--- config.mk ---
export PLATFORM = sky130hd
export DESIGN_NAME = async_trap_entry
export DESIGN_NICKNAME = d
export VERILOG_FILES = /design/src/rtl/async_trap_pkg.sv /design/src/rtl/trap_nmi_capture.sv /design/src/rtl/trap_dbg_track.sv /design/src/rtl/trap_return_calc.sv /design/src/rtl/trap_entry_arb.sv /design/src/rtl/trap_entry_regs.sv /design/src/rtl/async_trap_entry.sv
export SDC_FILE = /design/constraint.sdc
export NUM_CORES = 1
export LEC_CHECK = 0
export BUFFER_PORTS_ARGS = -buffer_cell sky130_fd_sc_hd__buf_2
export CORE_MARGIN = 2
export CORE_UTILIZATION = 39
export CTS_CLUSTER_SIZE = 25
export DETAILED_ROUTE_END_ITERATION = 8
export GPL_TIMING_DRIVEN = 1
export PLACE_DENSITY = 0.77
export RECOVER_POWER = 100
export SETUP_SLACK_MARGIN = 0.1
export SYNTH_ARGS = -nofsm -noshare
export SYNTH_HDL_FRONTEND = slang
export SYNTH_HIERARCHICAL = 1
export SYNTH_SLANG_ARGS = --single-unit
export TNS_END_PERCENT = 100
--- constraint.sdc ---
create_clock -name clk_i -period 2.57 [get_ports clk_i]
set_input_delay 0.514 -clock clk_i [delete_from_list [all_inputs] [get_ports clk_i]]
set_output_delay 0.514 -clock clk_i [all_outputs]
set_load 0.005 [all_outputs]
--- src/rtl/async_trap_pkg.sv ---
package async_trap_pkg;

  typedef struct packed {
    logic bev;
    logic ts;
    logic sr;
    logic nmi;
    logic erl;
  } stat_t;

  localparam stat_t STAT_RST = '{bev: 1'b1, ts: 1'b0, sr: 1'b0, nmi: 1'b0, erl: 1'b1};
  localparam stat_t STAT_NMI = '{bev: 1'b1, ts: 1'b0, sr: 1'b0, nmi: 1'b1, erl: 1'b1};

  typedef enum logic [1:0] {
    ENTRY_NONE = 2'd0,
    ENTRY_NMI  = 2'd1,
    ENTRY_DBG  = 2'd2
  } entry_e;

endpackage

--- src/rtl/trap_nmi_capture.sv ---
module trap_nmi_capture #(
  parameter int unsigned SYNC_STAGES = 2
) (
  input  logic clk_i,
  input  logic rst_ni,
  input  logic pin_i,
  input  logic clr_i,
  output logic pend_o
);
  localparam int unsigned LAST = SYNC_STAGES - 1;

  logic [SYNC_STAGES-1:0] sync_q;
  logic                   prev_q;
  logic                   pend_q;
  logic                   rise;

  generate
    if (SYNC_STAGES == 1) begin : g_single
      always_ff @(posedge clk_i) begin
        if (!rst_ni) sync_q <= '0;
        else         sync_q <= pin_i;
      end
    end else begin : g_chain
      always_ff @(posedge clk_i) begin
        if (!rst_ni) sync_q <= '0;
        else         sync_q <= {sync_q[SYNC_STAGES-2:0], pin_i};
      end
    end
  endgenerate

  assign rise = sync_q[LAST] & ~prev_q;

  always_ff @(posedge clk_i) begin
    if (!rst_ni) begin
      prev_q <= 1'b0;
      pend_q <= 1'b0;
    end else begin
      prev_q <= sync_q[LAST];
      pend_q <= rise | (pend_q & ~clr_i);
    end
  end

  assign pend_o = pend_q;

  // pending edge survives until served
  assert_pend_hold_R2: assert property (@(posedge clk_i) disable iff (!rst_ni)
    (pend_o && !clr_i) |=> pend_o);

  // service consumes the edge
  assert_pend_consumed_R1: assert property (@(posedge clk_i) disable iff (!rst_ni)
    (clr_i && !rise) |=> !pend_o);

endmodule

--- src/rtl/trap_dbg_track.sv ---
module trap_dbg_track (
  input  logic clk_i,
  input  logic rst_ni,
  input  logic req_i,
  input  logic brk_set_i,
  input  logic take_i,
  input  logic dret_i,
  output logic want_o,
  output logic mode_o,
  output logic brk_o,
  output logic dint_o
);
  logic brk_q, mode_q, dint_q;

  always_ff @(posedge clk_i) begin
    if (!rst_ni) begin
      brk_q  <= 1'b0;
      mode_q <= 1'b0;
      dint_q <= 1'b0;
    end else begin
      brk_q <= brk_set_i | (brk_q & ~take_i);
      if (take_i) begin
        mode_q <= 1'b1;
        dint_q <= 1'b1;
      end else if (dret_i) begin
        mode_q <= 1'b0;
        dint_q <= 1'b0;
      end
    end
  end

  assign want_o = (req_i | brk_q) & ~mode_q;
  assign mode_o = mode_q;
  assign brk_o  = brk_q;
  assign dint_o = dint_q;

  // no entry while already in debug mode
  assert_no_reentry_R10: assert property (@(posedge clk_i) disable iff (!rst_ni)
    take_i |-> !mode_o);

  // entry raises mode and status bit
  assert_dint_set_R7: assert property (@(posedge clk_i) disable iff (!rst_ni)
    take_i |=> (mode_o && dint_o));

endmodule

--- src/rtl/trap_return_calc.sv ---
module trap_return_calc #(
  parameter int unsigned XLEN       = 32,
  parameter int unsigned INSN_BYTES = 4
) (
  input  logic [XLEN-1:0] pc_i,
  input  logic            in_delay_i,
  output logic [XLEN-1:0] ret_o
);
  localparam logic [XLEN-1:0] STEP = XLEN'(INSN_BYTES);

  always_comb begin
    if (in_delay_i) ret_o = pc_i - STEP;
    else            ret_o = pc_i;
  end
endmodule

--- src/rtl/trap_entry_arb.sv ---
module trap_entry_arb
  import async_trap_pkg::*;
(
  input  logic   dbg_want_i,
  input  logic   nmi_pend_i,
  input  logic   boundary_i,
  output entry_e sel_o
);
  always_comb begin
    if (dbg_want_i)                   sel_o = ENTRY_DBG;
    else if (nmi_pend_i && boundary_i) sel_o = ENTRY_NMI;
    else                              sel_o = ENTRY_NONE;
  end
endmodule

--- src/rtl/trap_entry_regs.sv ---
module trap_entry_regs
  import async_trap_pkg::*;
#(
  parameter int unsigned     XLEN       = 32,
  parameter int unsigned     INSN_BYTES = 4,
  parameter logic [XLEN-1:0] RESET_VEC  = 32'hBFC0_0000,
  parameter logic [XLEN-1:0] DEBUG_VEC  = 32'hBFC0_0480
) (
  input  logic            clk_i,
  input  logic            rst_ni,
  input  entry_e          sel_i,
  input  logic [XLEN-1:0] ret_i,
  input  logic [XLEN-1:0] pc_i,
  input  logic            in_delay_i,
  input  logic            stat_ld_i,
  input  stat_t           stat_d_i,
  output logic            redirect_o,
  output logic [XLEN-1:0] target_o,
  output stat_t           status_o,
  output logic [XLEN-1:0] errpc_o,
  output logic [XLEN-1:0] dpc_o,
  output logic            dbd_o
);
  localparam logic [XLEN-1:0] STEP = XLEN'(INSN_BYTES);

  logic            redir_q;
  logic [XLEN-1:0] tgt_q, errpc_q, dpc_q;
  stat_t           stat_q;
  logic            dbd_q;

  always_ff @(posedge clk_i) begin
    if (!rst_ni) begin
      redir_q <= 1'b0;
      tgt_q   <= '0;
      errpc_q <= '0;
      dpc_q   <= '0;
      stat_q  <= STAT_RST;
      dbd_q   <= 1'b0;
    end else begin
      redir_q <= (sel_i != ENTRY_NONE);
      unique case (sel_i)
        ENTRY_NMI: begin
          tgt_q   <= RESET_VEC;
          errpc_q <= ret_i;
          stat_q  <= STAT_NMI;
        end
        ENTRY_DBG: begin
          tgt_q <= DEBUG_VEC;
          dpc_q <= ret_i;
          dbd_q <= in_delay_i;
        end
        default: begin
          if (stat_ld_i) stat_q <= stat_d_i;
        end
      endcase
    end
  end

  assign redirect_o = redir_q;
  assign target_o   = tgt_q;
  assign status_o   = stat_q;
  assign errpc_o    = errpc_q;
  assign dpc_o      = dpc_q;
  assign dbd_o      = dbd_q;

  // NMI entry redirects to the reset vector
  assert_nmi_vector_R5: assert property (@(posedge clk_i) disable iff (!rst_ni)
    (sel_i == ENTRY_NMI) |=> (redirect_o && target_o == RESET_VEC));

  // fixed status pattern after NMI entry
  assert_nmi_status_R3: assert property (@(posedge clk_i) disable iff (!rst_ni)
    (sel_i == ENTRY_NMI) |=> (status_o == STAT_NMI));

  // delay-slot resume address
  assert_errpc_slot_R4: assert property (@(posedge clk_i) disable iff (!rst_ni)
    (sel_i == ENTRY_NMI && in_delay_i) |=> (errpc_o == $past(pc_i) - STEP));

  // debug resume address and slot flag
  assert_dpc_slot_R8: assert property (@(posedge clk_i) disable iff (!rst_ni)
    (sel_i == ENTRY_DBG) |=> (dbd_o == $past(in_delay_i) &&
      dpc_o == (dbd_o ? $past(pc_i) - STEP : $past(pc_i))));

  // debug entry leaves NMI state alone
  assert_dbg_keeps_errpc_R11: assert property (@(posedge clk_i) disable iff (!rst_ni)
    (sel_i == ENTRY_DBG) |=> ($stable(errpc_o) && $stable(status_o)));

  // NMI entry leaves debug state alone
  assert_nmi_keeps_dpc_R11: assert property (@(posedge clk_i) disable iff (!rst_ni)
    (sel_i == ENTRY_NMI) |=> ($stable(dpc_o) && $stable(dbd_o)));

endmodule

--- src/rtl/async_trap_entry.sv ---
module async_trap_entry
  import async_trap_pkg::*;
#(
  parameter int unsigned     XLEN        = 32,
  parameter int unsigned     SYNC_STAGES = 2,
  parameter int unsigned     INSN_BYTES  = 4,
  parameter logic [XLEN-1:0] RESET_VEC   = 32'hBFC0_0000,
  parameter logic [XLEN-1:0] DEBUG_VEC   = 32'hBFC0_0480
) (
  input  logic            clk_i,
  input  logic            rst_ni,
  input  logic            nmi_pin_i,
  input  logic            dbg_req_i,
  input  logic            brk_set_i,
  input  logic            dret_i,
  input  logic            boundary_i,
  input  logic [XLEN-1:0] pc_i,
  input  logic            in_delay_i,
  input  logic            stat_ld_i,
  input  logic [4:0]      stat_d_i,
  output logic            redirect_o,
  output logic [XLEN-1:0] target_o,
  output logic [4:0]      status_o,
  output logic [XLEN-1:0] errpc_o,
  output logic [XLEN-1:0] dpc_o,
  output logic            dint_o,
  output logic            dbd_o,
  output logic            dbg_mode_o,
  output logic            brk_o
);
  entry_e          sel;
  logic            nmi_pend, dbg_want;
  logic [XLEN-1:0] ret_addr;
  stat_t           stat_in, stat_out;

  assign stat_in  = stat_t'(stat_d_i);
  assign status_o = stat_out;

  trap_nmi_capture #(.SYNC_STAGES(SYNC_STAGES)) u_nmi (
    .clk_i  (clk_i),
    .rst_ni (rst_ni),
    .pin_i  (nmi_pin_i),
    .clr_i  (sel == ENTRY_NMI),
    .pend_o (nmi_pend)
  );

  trap_dbg_track u_dbg (
    .clk_i     (clk_i),
    .rst_ni    (rst_ni),
    .req_i     (dbg_req_i),
    .brk_set_i (brk_set_i),
    .take_i    (sel == ENTRY_DBG),
    .dret_i    (dret_i),
    .want_o    (dbg_want),
    .mode_o    (dbg_mode_o),
    .brk_o     (brk_o),
    .dint_o    (dint_o)
  );

  trap_return_calc #(.XLEN(XLEN), .INSN_BYTES(INSN_BYTES)) u_ret (
    .pc_i       (pc_i),
    .in_delay_i (in_delay_i),
    .ret_o      (ret_addr)
  );

  trap_entry_arb u_arb (
    .dbg_want_i (dbg_want),
    .nmi_pend_i (nmi_pend),
    .boundary_i (boundary_i),
    .sel_o      (sel)
  );

  trap_entry_regs #(
    .XLEN       (XLEN),
    .INSN_BYTES (INSN_BYTES),
    .RESET_VEC  (RESET_VEC),
    .DEBUG_VEC  (DEBUG_VEC)
  ) u_regs (
    .clk_i      (clk_i),
    .rst_ni     (rst_ni),
    .sel_i      (sel),
    .ret_i      (ret_addr),
    .pc_i       (pc_i),
    .in_delay_i (in_delay_i),
    .stat_ld_i  (stat_ld_i),
    .stat_d_i   (stat_in),
    .redirect_o (redirect_o),
    .target_o   (target_o),
    .status_o   (stat_out),
    .errpc_o    (errpc_o),
    .dpc_o      (dpc_o),
    .dbd_o      (dbd_o)
  );

  // an NMI redirect always follows a boundary cycle
  assert_nmi_at_boundary_R2: assert property (@(posedge clk_i) disable iff (!rst_ni)
    (redirect_o && target_o == RESET_VEC) |-> $past(boundary_i));

  // debug request outranks a pending NMI
  assert_dbg_priority_R9: assert property (@(posedge clk_i) disable iff (!rst_ni)
    (dbg_want && nmi_pend && boundary_i) |=> (target_o == DEBUG_VEC && $stable(errpc_o)));

endmodule

# Word-level counts from Yosys, hierarchy flattened
# Cells that the tools add are included.
[word_totals]
register_bits = 109
input_bits = 46
out_inout_bits = 106
elab_cells = 43
[classes]
n_mux = 8
addsub = 1
n_eq_ne = 2
n_reduce_logical = 6
n_bitwise = 11
[op_table]
columns = ["cell", "n"]
rows = [
  ["$pmux 32 s2", 1],
  ["$mux 32", 1],
  ["$sub 32x3->32 const B", 1],
  ["$pmux 5 s2", 1],
  ["$reduce_bool 2->1", 4],
  ["$mux 5", 1],
  ["$and 1x1->1", 4],
  ["$not 1->1", 4],
  ["$mux 1", 3],
  ["$or 1x1->1", 3],
  ["$eq 2x1->1 const B", 1],
  ["$eq 2x2->1 const B", 1],
  ["$mux 2", 1],
  ["$reduce_and 2->1", 1],
  ["$logic_and 1x1->1", 1],
]

# Longest topological paths before layout
[logic_depth]
ltp_word = 7
ltp_mapped = 9
depth_no_buf = 8

# By module
# Netlist, hierarchy kept.
[modules_own_cells]
columns = ["mod", "area_each_um2", "n_inst", "seq_area_each_um2", "cells_per_inst"]
rows = [
  ["trap_entry_regs", 3098.0, 1, 1461.4, 278],
  ["trap_return_calc", 616.8, 1, 0.0, 85],
  ["trap_nmi_capture", 122.6, 1, 80.1, 10],
  ["trap_dbg_track", 82.6, 1, 40.0, 9],
  ["trap_entry_arb", 16.3, 1, 0.0, 2],
  ["async_trap_entry", 15.0, 1, 0.0, 2],
]

# Least setup slack after synthesis
# OpenSTA, ideal clock, no wires.
[synth_timing]
kind = "input to register"
start = "in pc_i[16]"
end = "reg u_regs.dpc_q[31] (netlist: u_regs/dpc_o[31])"
stages = 7
n_path_buf = 1
t_required_ns = 2.505
slack_ns = 0.170
arrival_ns = 2.335
setup_ns = 0.065
cell_sequence = "or4_4 > or4_4 > buf_6 > nor4_4 > xor2_1 > mux2i_1 > nor2b_1"
[synth_between]
elab_chain_cells = 2
[synth_rtl]
columns = ["element", "line_no", "rtl"]
rows = [
  ["from (decl)", "async_trap_entry.sv:17", "input logic [XLEN-1:0] pc_i,"],
  ["$sub 32x3->32", "trap_return_calc.sv:12", "if (in_delay_i) ret_o = pc_i - STEP;"],
  ["$mux 32", "trap_return_calc.sv:12", ""],
  ["named net ret_addr[31]", "async_trap_entry.sv:33", "logic [XLEN-1:0] ret_addr;"],
  ["to (signal assigned)", "trap_entry_regs.sv:49", "dpc_q <= ret_i;"],
  ["to (decl)", "trap_entry_regs.sv:27", "logic [XLEN-1:0] tgt_q, errpc_q, dpc_q;"],
]
# The timed path passes the listed nets, and every way through them passes these cells.
# A chain may end at the register's enable or synchronous reset.

# Final worst setup path
[layout_timing]
start = "in pc_i[16]"
end = "reg u_regs.errpc_q[31] (netlist: u_regs/errpc_o[31])"
[layout_between]
elab_chain_cells = 2
[layout_rtl]
columns = ["element", "line_no", "rtl"]
rows = [
  ["$sub 32x3->32", "trap_return_calc.sv:12", ""],
  ["$mux 32", "trap_return_calc.sv:12", ""],
  ["named net ret_addr[31]", "async_trap_entry.sv:33", ""],
  ["to (signal assigned)", "trap_entry_regs.sv:44", "errpc_q <= ret_i;"],
  ["to (decl)", "trap_entry_regs.sv:27", ""],
]
# The timed path passes the listed nets, and every way through them passes these cells.

==> impl_metrics.py <==
metrics = {
    "setup_path": {
        "path_cells": "buf_2 > or4_1 > or4_4 > nor4_4 > xor2_1 > mux2i_1 > nor2b_1",
        "r2r_cells": 7,
        "rrSetupSlack_ns": 0.74,
        "cpPeakStageDelay_ns": 0.64,
        "reg2reg_from": "u_dbg/brk_o$_SDFF_PN0_",
        "crit_type": "primary input to register",
        "crit_slowest_cell": "or4_4",
        "crit_arrival_ns": 2.63,
        "cp-end-kind": "register",
        "reg2reg_to": "u_regs/status_o[3]$_SDFFE_PN0P_",
        "crit_required_ns": 2.85,
        "crit_fanout": 6,
        "start_kind": "primary input",
    },
    "sta": {
        "fin_crit_sh_pct": 91.61,
        "relSlewSlack_pct": 16.14,
        "worst_pin_slew_ns": 1.258,
        "fmax_ghz": 0.4247,
        "hold_viol": 0,
        "slew_viol_final": 0,
        "setup_ws_ns": 0.2156,
        "setup_violations": 0,
        "skew_ns": 0.004971,
        "period_minus_slack_ns": 2.354,
        "rsz0062_at_grt": "false",
    },
    "placed_design": {
        "place_ws_ns": -0.06827,
        "dpl-instance-area_um2": 4556,
        "dpl.hpwl_mm": 6.284,
        "io_buffers": 130,
        "globalplace.congestion": 0.7324,
    },
    "synth": {
        "yosysUniqueCellTypes": 39,
        "synth_cells": 386,
        "ys_warn_count": 6,
        "yosys-top-cells-count": "dfxtp_1 (79), nor2b_1 (72), mux2i_1 (71)",
        "synth_area_leaders": "dfxtp_1 (40%), mux2i_1 (18%), nor2b_1 (11%), buf_4 (6.6%), xor2_1 (5.3%)",
        "ys_seq_area_share_pct": 40.03,
        "synthArstFlopShare_pct": 0,
        "synth_top_area_share_pct": 40.03,
        "yosys.cell_count.top_type": "dfxtp_1",
        "synth-edff-count": 0,
        "ys.flop_type": "dfxtp_1",
        "netlist_area_um2": 3951,
        "ys_ff_latch": 79,
        "yosys.area.top_type": "dfxtp_1",
        "synth_area_per_cell_um2": 10.24,
    },
    "final_layout": {
        "drive_gt1_share_pct": 25.93,
        "num_antenna_cells": 0,
        "finalNetCount": 560,
        "area_growth_pct": 17.83,
        "final_cell_area_um2": 4656,
        "utilization_pct": 47.41,
    },
    "power_and_ir_drop": {
        "powerDensity_nw_per_um2": 549.2,
        "ir_drop_v": 0.0002285,
        "totalPowerFinal_w": 0.002557,
        "leakage_nw": 2.029,
    },
    "global_routing": {
        "grt_util_all_layers_pct": 15.35,
        "grt_max_degree": 39,
        "grt_pass1_wl_mm": 13.52,
        "grt_pass1_vias": 2770,
        "antenna_found_initial": 0,
        "gr-total-overflow": 0,
    },
    "run": {
        "maxCapViolCount": 0,
    },
    "cts": {
        "clkSinkCount": 79,
        "cts_tree": "yes",
        "cts_root_buf": "clkbuf_8",
        "post_cts.repair.setup_buffers": 0,
        "cts.path.max_buffers": 2,
        "holdBufCountCts": 0,
        "cts.repair.resized": 0,
        "insertion_delay_ns": 0.34,
        "htree_levels": 3,
        "numCtsBuffers": 9,
        "clkSlewWorstSetupHoldPaths_ns": 0.08,
    },
    "floorplanning": {
        "boundaryPins": 152,
        "core_um2": 9819,
        "initial_core_util_pct": 40.24,
        "die-width_um": 104.7,
        "dieArea_um2": 10950,
        "die_h_um": 104.7,
        "rows": 36,
    },
    "hold_path": {
        "hold_path.class": "primary input to register",
        "holdCritStartpoint": "brk_set_i",
        "hold_end": "u_dbg/brk_o$_SDFF_PN0_",
        "min_path_cells": 2,
    },
    "routing": {
        "drt-vias-per-instance": 4.444,
        "vias": 2871,
        "drcViolationCount": 0,
        "drt_wl_total_mm": 8.495,
        "ant_nets": 0,
        "post_drt_wl_per_cell_um": 13.15,
        "drt_pass1_iterations": 4,
        "drt_iter0_drc": 65,
    },
    "outcome": {
        "outcome": "finished, final reports clean",
    },
}
-- critical path: cells and delay by family --
| family | cells | cell delay (ns) |
|---|---|---|
| simple gates | 4 | 1.67 |
| xor+xnor | 1 | 0.23 |
| buf+inv | 1 | 0.10 |
| mux | 1 | 0.10 |
-- per-stage QoR --
step / setup TNS (ns) / hold WS, ns / instances
after floorplan: 0 / 0.4118 / 406
after global placement: 0 / 0.4251 / 630
after detailed placement: -0.1568 / 0.4378 / 630
after CTS: 0 / 0.3536 / 646
after global routing: 0 / 0.3630 / 646
final: 0 / 0.3764 / 646
-- layout by cell type (no fill, tap or decap), types with 3 or more instances in the layout --
cell type	instances
buf_2	98
buf_4	10
clkbuf_1	37
clkbuf_8	11
clkinv_2	4
conb_1	21
dfxtp_1	79
ha_1	5
inv_1	4
mux2i_1	71
nand2_1	6
nand2b_1	3
nor2_1	11
nor2b_1	72
nor3_1	7
nor3b_1	3
nor4_1	8
o21a_1	3
or2_2	5
or3_1	3
or4_1	3
xnor2_1	5
xor2_1	24
-- report_power, final --
group	internal, W	switching (W)
registers	0.00129	0.0000351
logic	0.000200	0.000202
clock network	0.000398	0.000433
total	0.00189	0.000670
-- final cells by class --
| class | instances | area [um^2] |
|---|---|---|
| fill | 987 | 5164 |
| multi-input combinational | 269 | 2013 |
| sequential | 79 | 1582 |
| timing repair buffer | 145 | 704.4 |
| tap | 133 | 166.4 |
| clock buffer | 12 | 155.1 |
| clock inverter | 4 | 20.02 |
| inverter | 4 | 15.01 |
-- sequential cells by signal, summed over array words and instances (netlist names), 2 cells and up --
register / flops
u_nmi/sync_q: 2
u_regs/errpc_o: 32
u_regs/target_o: 2
u_regs/dpc_o: 32
u_regs/status_o: 5
-- metal layers --
| layer | GRT usage (%) | up-vias | part of all wire, % |
|---|---|---|---|
| li1 | - | 1464 | - |
| met1 | 19.33 | 1312 | 46 |
| met2 | 25.63 | 86 | 47 |
| met3 | 3.369 | 9 | 5.3 |
| met4 | 5.905 | 0 | 1.3 |
| met5 | 0 | - | 0 |
-- how the worst max path moves through the flow --
stage	startpoint	to	slack, ns	cells after the start
global route	pc_i[2]	u_regs/dpc_o[22]$_SDFFE_PN0N_	0.1	11
CTS	pc_i[16]	u_regs/errpc_o[31]$_SDFFE_PN0N_	0.30	7
detailed placement	pc_i[16]	u_regs/errpc_o[31]$_SDFFE_PN0N_	-0.07	7
global placement	pc_i[16]	u_regs/dpc_o[31]$_SDFFE_PN0N_	0.03	7
floorplan	pc_i[16]	u_regs/dpc_o[31]$_SDFFE_PN0N_	0.17	7
finish	pc_i[16]	u_regs/errpc_o[31]$_SDFFE_PN0N_	0.22	7
-- cell families after synthesis --
kind of cell             after synthesis  synth area share, %
other                                  1              0.09491
XOR/XNOR                              29                6.428
adder cells (fa/ha/maj)                6                1.900
flip-flops                            79                40.03
AO/OA/AOI/OAI                          7                1.361
buffers and inverters                 58                10.64
multiplexers                          71                17.99
AND/OR/NAND/NOR                      135                21.56
(Power assumes the default switching activity.)
